`src/rtl/pcm_tdm_pkg.sv`:
```
package pcm_tdm_pkg;
  // Frame alignment: where the sync pulse sits relative to the slot-0 MSB
  typedef enum logic {
    ALIGN_EARLY = 1'b0,  // sync one bit period before the MSB
    ALIGN_SAME  = 1'b1   // sync in the MSB's bit period
  } align_e;
endpackage

```
`src/rtl/pcm_bclk_edge.sv`:
```
module pcm_bclk_edge #(
  parameter int SYNC_STAGES = 2
) (
  input  logic clk,
  input  logic rst,
  input  logic bclk,
  input  logic fsync,
  input  logic rxd,
  output logic rise,
  output logic fall,
  output logic fsync_s,
  output logic rxd_s
);
  logic [2:0] raw;
  logic [2:0] synced;
  logic       bclk_q;

  assign raw = {bclk, fsync, rxd};

  generate
    if (SYNC_STAGES == 0) begin : g_nosync
      assign synced = raw;
    end else begin : g_sync
      logic [2:0] stage [SYNC_STAGES];
      always_ff @(posedge clk) begin
        if (rst) begin
          for (int i = 0; i < SYNC_STAGES; i++) stage[i] <= '0;
        end else begin
          stage[0] <= raw;
          for (int i = 1; i < SYNC_STAGES; i++) stage[i] <= stage[i-1];
        end
      end
      assign synced = stage[SYNC_STAGES-1];
    end
  endgenerate

  always_ff @(posedge clk) begin
    if (rst) bclk_q <= 1'b0;
    else     bclk_q <= synced[2];
  end

  assign rise    = synced[2] & ~bclk_q;
  assign fall    = ~synced[2] & bclk_q;
  assign fsync_s = synced[1];
  assign rxd_s   = synced[0];
endmodule

```
`src/rtl/pcm_frame_pos.sv`:
```
module pcm_frame_pos
  import pcm_tdm_pkg::*;
#(
  parameter int LW = 8
) (
  input  logic          clk,
  input  logic          rst,
  input  logic          rise,
  input  logic          fsync,
  input  logic          mode_b,
  input  logic [LW-1:0] frame_len,
  output logic [LW-1:0] samp_pos,
  output logic [LW-1:0] launch_pos,
  output logic [LW-1:0] pos_q,
  output logic          locked
);
  align_e        align;
  logic [LW-1:0] last;
  logic [LW-1:0] step;

  assign align = align_e'(mode_b);
  assign last  = frame_len - LW'(1);
  assign step  = (pos_q >= last) ? '0 : pos_q + LW'(1);

  // Position of the bit sampled at this rising edge
  always_comb begin
    if (fsync) samp_pos = (align == ALIGN_SAME) ? '0 : last;
    else       samp_pos = step;
  end

  // Position of the bit period opened by the next falling edge
  assign launch_pos = step;

  always_ff @(posedge clk) begin
    if (rst) begin
      pos_q  <= '0;
      locked <= 1'b0;
    end else if (rise) begin
      pos_q <= samp_pos;
      if (fsync) locked <= 1'b1;
    end
  end
endmodule

```
`src/rtl/pcm_tx_slot.sv`:
```
module pcm_tx_slot #(
  parameter int W  = 16,
  parameter int LW = 8
) (
  input  logic          clk,
  input  logic          rst,
  input  logic          fall,
  input  logic          locked,
  input  logic [LW-1:0] launch_pos,
  input  logic [LW-1:0] first,
  input  logic [W-1:0]  tx_word,
  output logic          txd,
  output logic          txd_oe
);
  logic [W-1:0] sh;
  logic         in_slot;
  logic         at_first;

  assign in_slot  = (launch_pos >= first) && (launch_pos < first + LW'(W));
  assign at_first = (launch_pos == first);

  always_ff @(posedge clk) begin
    if (rst) begin
      sh     <= '0;
      txd    <= 1'b0;
      txd_oe <= 1'b0;
    end else if (fall) begin
      if (locked && in_slot && (at_first || txd_oe)) begin
        txd_oe <= 1'b1;
        if (at_first) begin
          txd <= tx_word[W-1];
          sh  <= {tx_word[W-2:0], 1'b0};
        end else begin
          txd <= sh[W-1];
          sh  <= {sh[W-2:0], 1'b0};
        end
      end else begin
        txd_oe <= 1'b0;
        txd    <= 1'b0;
      end
    end
  end
endmodule

```
`src/rtl/pcm_rx_slot.sv`:
```
module pcm_rx_slot #(
  parameter int W  = 16,
  parameter int LW = 8
) (
  input  logic          clk,
  input  logic          rst,
  input  logic          rise,
  input  logic          locked,
  input  logic [LW-1:0] samp_pos,
  input  logic [LW-1:0] first,
  input  logic          rxd,
  output logic [W-1:0]  rx_word,
  output logic          rx_valid
);
  logic [W-1:0] sh;
  logic         in_slot;
  logic         at_last;

  assign in_slot = (samp_pos >= first) && (samp_pos < first + LW'(W));
  assign at_last = (samp_pos == first + LW'(W - 1));

  always_ff @(posedge clk) begin
    if (rst) begin
      sh       <= '0;
      rx_word  <= '0;
      rx_valid <= 1'b0;
    end else begin
      rx_valid <= 1'b0;
      if (rise && in_slot) begin
        sh <= {sh[W-2:0], rxd};
        if (at_last && locked) begin
          rx_word  <= {sh[W-2:0], rxd};
          rx_valid <= 1'b1;
        end
      end
    end
  end
endmodule

```
`src/rtl/pcm_tdm_port.sv`:
```
module pcm_tdm_port #(
  parameter int W           = 16,
  parameter int MAX_SLOTS   = 8,
  parameter int SYNC_STAGES = 2,
  localparam int IW = (MAX_SLOTS > 1) ? $clog2(MAX_SLOTS) : 1,
  localparam int CW = $clog2(MAX_SLOTS + 1),
  localparam int LW = $clog2(MAX_SLOTS * W + 1)
) (
  input  logic          clk,
  input  logic          rst,
  input  logic          mode_b,
  input  logic [IW-1:0] slot_idx,
  input  logic [CW-1:0] slot_cnt,
  input  logic          bclk,
  input  logic          fsync,
  input  logic          rxd,
  input  logic [W-1:0]  tx_word,
  output logic          txd,
  output logic          txd_oe,
  output logic [W-1:0]  rx_word,
  output logic          rx_valid
);
  logic          rise, fall, fsync_s, rxd_s;
  logic [LW-1:0] frame_len, first;
  logic [LW-1:0] samp_pos, launch_pos, pos_q;
  logic          locked;

  assign frame_len = LW'(slot_cnt) * LW'(W);
  assign first     = LW'(slot_idx) * LW'(W);

  pcm_bclk_edge #(.SYNC_STAGES(SYNC_STAGES)) u_edge (
    .clk(clk), .rst(rst), .bclk(bclk), .fsync(fsync), .rxd(rxd),
    .rise(rise), .fall(fall), .fsync_s(fsync_s), .rxd_s(rxd_s)
  );

  pcm_frame_pos #(.LW(LW)) u_pos (
    .clk(clk), .rst(rst), .rise(rise), .fsync(fsync_s), .mode_b(mode_b),
    .frame_len(frame_len), .samp_pos(samp_pos), .launch_pos(launch_pos),
    .pos_q(pos_q), .locked(locked)
  );

  pcm_tx_slot #(.W(W), .LW(LW)) u_tx (
    .clk(clk), .rst(rst), .fall(fall), .locked(locked),
    .launch_pos(launch_pos), .first(first), .tx_word(tx_word),
    .txd(txd), .txd_oe(txd_oe)
  );

  pcm_rx_slot #(.W(W), .LW(LW)) u_rx (
    .clk(clk), .rst(rst), .rise(rise), .locked(locked),
    .samp_pos(samp_pos), .first(first), .rxd(rxd_s),
    .rx_word(rx_word), .rx_valid(rx_valid)
  );
endmodule

```
`config.mk`:
```
export PLATFORM = sky130hd
export DESIGN_NAME = pcm_tdm_port
export DESIGN_NICKNAME = d
export VERILOG_FILES = /design/src/rtl/pcm_tdm_pkg.sv /design/src/rtl/pcm_bclk_edge.sv /design/src/rtl/pcm_frame_pos.sv /design/src/rtl/pcm_tx_slot.sv /design/src/rtl/pcm_rx_slot.sv /design/src/rtl/pcm_tdm_port.sv
export SDC_FILE = /design/constraint.sdc
export NUM_CORES = 1
export LEC_CHECK = 0
export ABC_AREA = 1
export CELL_PAD_IN_SITES_DETAIL_PLACEMENT = 0
export CELL_PAD_IN_SITES_GLOBAL_PLACEMENT = 1
export CORE_UTILIZATION = 35
export CTS_CLUSTER_SIZE = 30
export DETAILED_ROUTE_END_ITERATION = 8
export PLACE_DENSITY = 0.83
export SETUP_SLACK_MARGIN = 0.1
export SLEW_MARGIN = 20
export SYNTH_ARGS = -nofsm -noshare
export SYNTH_HDL_FRONTEND = slang
export SYNTH_SLANG_ARGS = --single-unit
```
`constraint.sdc`:
```
create_clock -name clk -period 3.7 [get_ports clk]
set_input_delay 0.37 -clock clk [delete_from_list [all_inputs] [get_ports clk]]
set_output_delay 0.37 -clock clk [all_outputs]
set_load 0.1 [all_outputs]
```
**Word level (Yosys, flattened, before mapping)**

Memories as Yosys holds them, arrays and structs flattened.
Index checks and enable logic that the tools add are counted.
Widths: inputs -> output; s select.

- Output and inout port bits: 19
- Bits in registers: 60
- Memories kept: 1
- Bits in writable memories: 6
- Logic and storage cells: 52
- Input bits: 29

Memory list:

| memory | words | bits a word | read ports | clocked after Yosys merged registers in | wr ports | RTL line | text |
|---|---|---|---|---|---|---|---|
| u_edge.g_sync.stage | 2 | 3 | 2 | 0 | 2 | pcm_bclk_edge.sv:24 | `logic [2:0] stage [SYNC_STAGES];` |

- Reductions and logical operators: 11
- Equality and inequality tests: 2
- Bitwise logic cells: 7
- Magnitude comparators: 5
- $add $sub $neg: 4
- Multiplexer cells: 13

Operators by type and width:

| operator | number |
|---|---|
| $mux 8 | 3 |
| $ge 8x7->1 | 2 |
| $lt 8x8->1 | 2 |
| $mux 16 | 1 |
| $add 7x4->8 const B | 1 |
| $add 7x5->8 const B | 1 |
| $add 8x1->8 const B | 1 |
| $eq 8x7->1 | 1 |
| $eq 8x8->1 | 1 |
| $ge 8x8->1 | 1 |
| $sub 8x1->8 const B | 1 |
| $mux 1 | 7 |
| $logic_and 1x1->1 | 6 |
| $mux 3 | 2 |
| $reduce_and 2->1 | 3 |
| $not 1->1 | 3 |
| $and 1x1->1 | 2 |
| $or 1x1->1 | 2 |
| $reduce_or 2->1 | 1 |
| $logic_or 1x1->1 | 1 |

**Logic depth before layout (Yosys ltp)**

Gate-level depths: netlist (run 1).

- Depth in word-level cells: 9
- Depth in mapped cells: 25
- Gate-level depth less buffers: 24

**Cells and area by module**

Synthesis (run 1) repeated with hierarchy kept, for this count alone.

- Cell total of the unflattened synthesis: 675
- Area, all modules: 4366.7 um^2

Modules (own cells, without submodules):

| module | area each (um^2) | instances | sequential area each (um^2) | cells an instance |
|---|---|---|---|---|
| pcm_rx_slot | 1756.7 | 1 | 640.6 | 248 |
| pcm_tx_slot | 1336.3 | 1 | 340.3 | 219 |
| pcm_frame_pos | 1066.0 | 1 | 180.2 | 183 |
| pcm_bclk_edge | 203.9 | 1 | 140.1 | 24 |
| pcm_tdm_port | 3.8 | 1 | 0.0 | 1 |

**Worst setup path before layout (run 1)**

OpenSTA, ideal clock, no wires.

- Path kind: input-to-reg
- Start point: in slot_cnt[2]
- End point: reg u_tx.sh[7]
- Arrival: 3117 ps
- Library setup time: 116 ps
- Path buffers: 1
- Required time: 3584 ps
- Stages on the path: 24
- Path slack: 467 ps
- Cells stage by stage: nor2_1 nand2_1 xnor2_1 inv_1 ha_1 nand2_1 inv_2 nand2_1 nand2_1 nor2_4 clkinv_2 nor3_1 ha_1 inv_1 nor2_1 o21ai_0 nand2_1 a21oi_1 nand2_1 a21oi_4 inv_2 buf_6 nor2_2 nor2_1

- Word-level cells in the longest chain between the ends: 8
- Elaborated cells on any way between the ends: 12
- Those cells by class: add/sub (1); order compare (3); eq/ne (1); mux (2); reduce/logical (5)

Ends and longest elaborated chain:

| element | RTL line | text |
|---|---|---|
| from (decl) | pcm_tdm_port.sv:13 | `input logic [CW-1:0] slot_cnt,` |
| $sub 8x1->8 * | pcm_frame_pos.sv:22 | `assign last = frame_len - LW'(1);` |
| $ge 8x8->1 * | pcm_frame_pos.sv:23 | `assign step = (pos_q >= last) ? '0 : pos_q + LW'(1);` |
| $mux 8 * | pcm_frame_pos.sv:23 |  |
| $ge 8x7->1 / $lt 8x8->1 (equally long branches) | pcm_tx_slot.sv:19 | `assign in_slot = (launch_pos >= first) && (launch_pos < first + LW'(W));` |
| $logic_and 1x1->1 | pcm_tx_slot.sv:19 |  |
| $logic_and 1x1->1 (2 in series) | pcm_tx_slot.sv:28 | `if (locked && in_slot && (at_first \|\| txd_oe)) begin` |
| $reduce_and 2->1 (no line) | - |  |
| to (signal assigned) | pcm_tx_slot.sv:32 | `sh <= {tx_word[W-2:0], 1'b0};` |
| to (signal assigned) | pcm_tx_slot.sv:35 | `sh <= {sh[W-2:0], 1'b0};` |
| to (decl) | pcm_tx_slot.sv:15 | `logic [W-1:0] sh;` |

Mark *: on every way between the ends. The rest lies on a longest branch, timed or not.
A chain may end at the register's enable or synchronous reset.

**Worst setup path in the final report (run 1)**

- Start point: in slot_cnt[1]
- End point: reg u_tx.sh[9]

The elaborated chain is that of the path after synthesis.

==> results of run 1 <==
==> placed cells by master (no fill, tap or decap), drive strengths merged, types with 2 or more instances in the layout <==
| master | Yosys | final |
|---|---|---|
| nand3 | 47 | 47 |
| nand2 | 117 | 117 |
| buf | 8 | 28 |
| inv | 55 | 58 |
| a31oi | 2 | 2 |
| a21oi | 16 | 16 |
| o21ai | 41 | 41 |
| dfxtp | 65 | 65 |
| xnor2 | 3 | 3 |
| clkinv | 3 | 5 |
| ha | 19 | 19 |
| nor3 | 6 | 6 |
| clkbuf | 9 | 10 |
| nor2 | 84 | 84 |
| clkdlybuf4s50 | 0 | 46 |
==> cell type report <==
type	count	area, um^2
Inverter	58	224
Fill cell	928	4890
Timing Repair Buffer	76	741
Tap cell	129	161
Sequential cell	65	1300
Clock buffer	9	124
Clock inverter	7	77.6
Multi-Input combinational cell	340	1810
==> layer usage <==
metal  vias to the layer above  wire, um
met3                         7       269
met1                      1368      3940
met5                         -         0
li1                       1663         -
met4                         0        61
met2                        54      3320
==> logic make-up after synthesis <==
| group | count (synthesis) | synth area share [%] |
|---|---|---|
| flops | 65 | 38.4 |
| compound gates | 61 | 10.0 |
| buf+inv | 75 | 9.52 |
| xor+xnor | 4 | 1.03 |
| simple gates | 256 | 34.1 |
| fa+ha+maj | 19 | 7.01 |
==> what timing repair did <==
item                                    in CTS  in global routing
resized for setup                            0                 17
endpoints found under the hold margin        0                  0
buffers inserted                             0                  3
endpoints found under the setup margin       0                 49
==> registers in the layout (all words and copies together) (netlist names) <==
register             flops
u_rx.rx_valid            1
u_pos.pos_q              8
u_rx.rx_word            16
u_edge.bclk_q            1
u_tx.txd                 1
u_edge.g_sync.stage      6
u_tx.sh                 15
u_rx.sh                 15
u_pos.locked             1
u_tx.txd_oe              1
==> power by group <==
group,leakage [nW],total [mW],internal (mW),switching [mW]
Combinational,1.51,0.201,0.0933,0.108
Clock,0.101,0.608,0.318,0.290
Sequential,0.526,0.723,0.713,0.0106
Total,2.14,1.53,1.12,0.409
==> worst min path at each step <==
| stage | from | slack [ns] | end |
|---|---|---|---|
| after CTS | u_edge.g_sync.stage[0][0] | 0.41 | u_edge.g_sync.stage[0][3] |
| after global placement | u_edge.g_sync.stage[0][0] | 0.39 | u_edge.g_sync.stage[0][3] |
| after detailed placement | u_edge.g_sync.stage[0][0] | 0.39 | u_edge.g_sync.stage[0][3] |
| after global routing | u_edge.g_sync.stage[0][2] | 0.44 | u_edge.g_sync.stage[0][5] |
| final | u_edge.g_sync.stage[0][2] | 0.41 | u_edge.g_sync.stage[0][5] |
| after floorplan | u_edge.g_sync.stage[0][0] | 0.39 | u_edge.g_sync.stage[0][3] |
==> through the flow <==
stage / utilization [%] / power, mW / TNS (ns) / instance area [um^2] / hold WS, ns
final: 47.6 / 1.53 / 0 / 4440 / 0.408
after global routing: 47.6 / 1.62 / 0 / 4440 / 0.437
after CTS: 46.5 / 1.54 / 0 / 4330 / 0.409
after detailed placement: 44.3 / 0.933 / -4.35 / 4130 / 0.394
after global placement: 44.3 / 0.930 / -1.64 / 4130 / 0.390
after floorplan: - / 0.856 / 0 / 3390 / 0.388
==> critical path: stages <==
cell and delay [ns]:
clkdlybuf4s50_1 0.47, inv_1 0.05, ha_2 0.18, xnor2_2 0.19
ha_1 0.26, nand2_1 0.07, inv_2 0.03, nand2_1 0.05
nand2_1 0.07, nor2_4 0.10, clkinv_2 0.08, nor3_2 0.11
buf_4 0.14, ha_1 0.23, inv_1 0.06, nor2_1 0.03
o21ai_1 0.13, nand2_1 0.10, a21oi_2 0.16, nand2_2 0.07
a21oi_4 0.25, clkbuf_16 0.21, o21ai_1 0.06, nor2_1 0.11
==> impl_metrics.toml, run 1 <==
[grt]
grt_max_degree = 56
grtUsageMet2_pct = 25.1
track_usage_pct = 16.1
met1_usage_pct = 22.2
first_global_vias = 2937
top_usage_layer = "met2"
grt_pass1_wl_mm = 13.0
use_met3_pct = 3.83
antenna_found_initial = 0
grt_overflow = 0

[synthesis]
synth_top_area_share_pct = 38.4
syn_area_per_cell_um2 = 7.07
synthArstFlopShare_pct = 0
yosysSeqAreaShare_pct = 38.4
synth_top_area_cell = "dfxtp_1"
synthCells = 480
synth_common_cells = "112 x nand2_1, 70 x nor2_1, 65 x dfxtp_1"
yosysMostFrequentCell = "nand2_1"
syn_nets = 528
syn_area_mm2 = 0.00339
synth-edff-count = 0
synth_warnings = 0
synth_cell_types = 36
ys.flop_type = "dfxtp_1"
synth-seq-cells = 65
synth.area.top_cells = "dfxtp_1 38%, nand2_1 12%, nor2_1 7.7%"

[worst_setup_path]
r2r_end = "u_tx.sh[9]"
cp-end-kind = "flip-flop"
rrSetupSlack_ns = 0.88
crit_path_max_fanout = 8
startpoint_type = "primary input"
crit_type = "in -> reg"
required_ns = 3.97
reg2reg_depth = 20
cp-startpoint = "slot_cnt[1]"
worstSetupEndpoint = "u_tx.sh[9]"
arrival_ns = 3.59
reg2reg_from = "u_pos.pos_q[5]"

[floorplanning]
coreArea_mm2 = 0.00933
initial_utilization_pct = 36.4
num_rows = 35
chipWidth_um = 100
io_pins = 48
die_height_um = 100
dieArea_mm2 = 0.0101

[sta]
max_freq_mhz = 301
period_share_pct = 89.8
tightest_slew_ns = 0.978
setup_slack_ns = 0.378
relSlewSlack_pct = 34.6
fin_worst_skew_ns = 0.0106
grt_setup_unrepaired = "no"
hold_viol_final = 0
setup_viol = 0
slew_viol_final = 0
min_period_ns = 3.32

[clock_tree]
path_clk_slew_ns = 0.07
root_buffer = "clkbuf_8"
cts_tree = "done"
cts_max_level = 3
cts_buffer_depth = 2
hold_buffers = 0
numCtsBuffers = 9
insertion_delay_ns = 0.33
clock_sinks = 65

[power]
ir_drop_uv = 162
power_density_mw_per_mm2 = 345
leakage_nw = 2.14

[final_layout]
areaGrowthSynthToFinish_pct = 30.8
fin_cells = 684
num-nets-final = 598
layout-drive-gt1-share_pct = 17.3
diodes = 0

[status]
outcome = "finished clean"

[route]
drtIter0Drc = 146
vias_per_cell = 4.52
drc = 0
final_antenna_net_count = 0
post_drt_wl_per_cell_um = 11.1
firstDrtPassIters = 4
vias = 3092
postRouteWirelength_mm = 7.59

[job]
cap_violations = 0

[worst_hold_path]
hold_path.class = "reg -> reg"
holdPathStages = 2

[placement]
gp_congestion = 0.827
portBuffers = 47
dp_hpwl_mm = 5.53
pre_cts_ws_ns = -0.165
dp_cells = 664
(Power assumes the default switching activity.)
==> inputs of run 2 (changes only) <==
- PLACE_DENSITY: 0.83 -> 0.82
- SKIP_CTS_REPAIR_TIMING: default -> 1
- SYNTH_HIERARCHICAL: default -> 1
==> run 2 against run 1 <==
- clock power rose by 54%
- largest power group is now the clock network
- clock-buffer cell count rose by 1
- power rose by 28%
- global-route usage rose by 1.0 points
- setup slack got worse by 0.065 ns
- largest cell class unchanged
- critical path depth did not move
- routed wire length rose by 37%
- fmax fell by 1.9%
- hold slack got worse by 0.0067 ns
- clock skew barely moved
- non-clock buffer count rose by 10
==> impl_metrics.toml, run 2 <==
[grt]
grt_pass1_wl_mm = 17.9
grt_overflow = 0
track_usage_pct = 17.1
first_global_vias = 3990
antenna_found_initial = 0
grt_max_degree = 36

[final_layout]
areaGrowthSynthToFinish_pct = 34.5
layout_commonest_cell = "nand2_1"
reg_top3 = "u_rx/rx_word (16), u_rx/sh (15), u_tx/sh (15)"
n_fill_cell = 1203
final_area_mm2 = 0.00587
final_cell_mix = "184 x nand2_1, 95 x inv_1, 67 x nor2_1"
layout-drive-gt1-share_pct = 12.8
largest_reg_flops = 16
num-nets-final = 844
regMostFlops = "u_rx/rx_word"
diodes = 0

[clock_tree]
clock_sinks = 65
cts_max_level = 3
insertion_delay_ns = 0.33
cts_tree = "done"
path_clk_slew_ns = 0.06
root_buffer = "clkbuf_16"
numCtsBuffers = 9
cts_buffer_depth = 2

[synthesis]
synthArstFlopShare_pct = 0
synth.area.top_cells = "dfxtp_1 30%, nand2_1 17%, ha_1 11%"
syn_area_per_cell_um2 = 6.47
synth-edff-count = 0
ys.flop_type = "dfxtp_1"
yosysMostFrequentCell = "nand2_1"
syn_area_mm2 = 0.00437
synth_cell_types = 30
synth_common_cells = "193 x nand2_1, 98 x inv_1, 69 x nor2_1"
synth_top_area_share_pct = 29.8
synth_top_area_cell = "dfxtp_1"
synth_warnings = 6
synthCells = 675
yosysSeqAreaShare_pct = 29.8
synth-seq-cells = 65

[worst_setup_path]
crit_top_cell = "nand2_1"
required_ns = 3.91
crit_path_max_fanout = 11
crit_type = "in -> reg"
reg2reg_depth = 24
critical-path-max-stage-delay_ns = 0.44
cp_slowest_cell = "clkdlybuf4s50_1"
arrival_ns = 3.59
crit_chain = "clkdlybuf4s50_1, nor2_1, inv_1, o21bai_1, nand2_1, ha_4, nand2_2, inv_1, nor2_1, o21a_1, buf_6, nand4_1, nand2_2, ha_4, a21oi_1, nand2_1, nand2_1, nand3_1, nand3_1, buf_4, inv_2, buf_12, o21ai_0, a21oi_1"
cp-end-kind = "flip-flop"
crit_cells = 24
startpoint_type = "primary input"
path_buf_inv = 7
worst_path_dominant_cell_family = "buffers and inverters"

[floorplanning]
dieArea_mm2 = 0.0129
num_rows = 40
coreArea_mm2 = 0.0121
die_height_um = 114
initial_utilization_pct = 36.2
io_pins = 48
chipWidth_um = 114

[sta]
setup_viol = 0
period_share_pct = 91.5
whs_ns = 0.401
slew_viol_final = 0
max_freq_mhz = 295
setup_slack_ns = 0.313
tightest_slew_ns = 0.986
grt_setup_unrepaired = "no"
min_period_ns = 3.39
fin_worst_skew_ns = 0.0107
hold_viol_final = 0
relSlewSlack_pct = 34.1

[placement]
portBuffers = 47
gp_congestion = 0.825
dp_hpwl_mm = 7.66
pre_cts_ws_ns = -0.211
place_area_mm2 = 0.00535

[power]
total_power_mw = 1.97
leakage_nw = 2.77
power_density_mw_per_mm2 = 335
ir_drop_uv = 272

[worst_hold_path]
holdPathStages = 2
hold_path.class = "reg -> reg"

[route]
drtIter0Drc = 192
firstDrtPassIters = 4
postRouteWirelength_mm = 10.4
drc = 0
vias = 4270
vias_per_cell = 4.49
post_drt_wl_per_cell_um = 10.9
final_antenna_net_count = 0

[status]
outcome = "finished clean"

[job]
cap_violations = 0
## run 2: cell types whose count changed after synthesis, sizes merged, moves of 8 or more
cell    change
inv        +49
xor2        +9
ha         +18
a21oi      +36
nand4      +11
nand2      +83
buf         +8
o21bai      +8
o21ai      -21
## run 2: worst reg2reg max path: cells and delay by family, from the launching register on
family	cells	cell delay (ns)
compound gates	2	0.26
fa+ha+maj	2	0.58
buf+inv	6	0.57
flops	1	0.45
simple gates	14	1.03
## run 2: worst paths after layout
kind                                  start                        end  slack, ns
hold reg to reg   u_edge/g_sync.stage[0][2]  u_edge/g_sync.stage[0][5]       0.40
setup / recovery                slot_cnt[2]                 u_rx/sh[5]       0.31
setup reg to reg             u_pos/pos_q[0]                 u_rx/sh[5]       0.72
hold / removal    u_edge/g_sync.stage[0][2]  u_edge/g_sync.stage[0][5]       0.40
## run 2: power breakdown
part / leakage, nW / total, mW / internal (mW) / switching, mW
combinational: 2.08 / 0.310 / 0.138 / 0.171
sequential: 0.526 / 0.721 / 0.710 / 0.0111
clock: 0.159 / 0.936 / 0.610 / 0.326
## run 2: logic make-up after synthesis
group,after synthesis,share of synthesized area (%)
AOI/OAI and AO/OA,82,9.97
xor gates and xnor gates,15,3.01
adders and majority gates,37,10.6
buffers and inverters,127,12.1
DFF,65,29.8
other,1,0.0859
and+or+nand+nor,348,34.4
## run 2: layer usage
metal	track usage (%)	vias up	part of all wire (%)
met3	4.20	9	4.2
li1	-	2303	-
met1	22.0	1903	47
met2	28.6	55	48
met4	4.39	0	1.1
met5	0	-	0
## run 2: metrics by stage
step	setup TNS (ns)	util [%]	cells
2_1_floorplan	0	-	702
3_3_place_gp	-1.03	44.4	929
3_5_place_dp	-5.02	44.4	929
4_1_cts	0	47.1	945
5_1_grt	0	48.7	951
6_report	0	48.7	951
## run 2: area by class of cell
type                    count  area [um^2]  share of cell area, %
well taps                 168          210                   3.58
multi-input cells         510         2730                   46.4
flip-flops and latches     65         1300                   22.2
repair buffers             86          903                   15.4
clock buffers              10          239                   4.07
clock inverters             6         90.1                   1.53
inverters                 106          403                   6.86
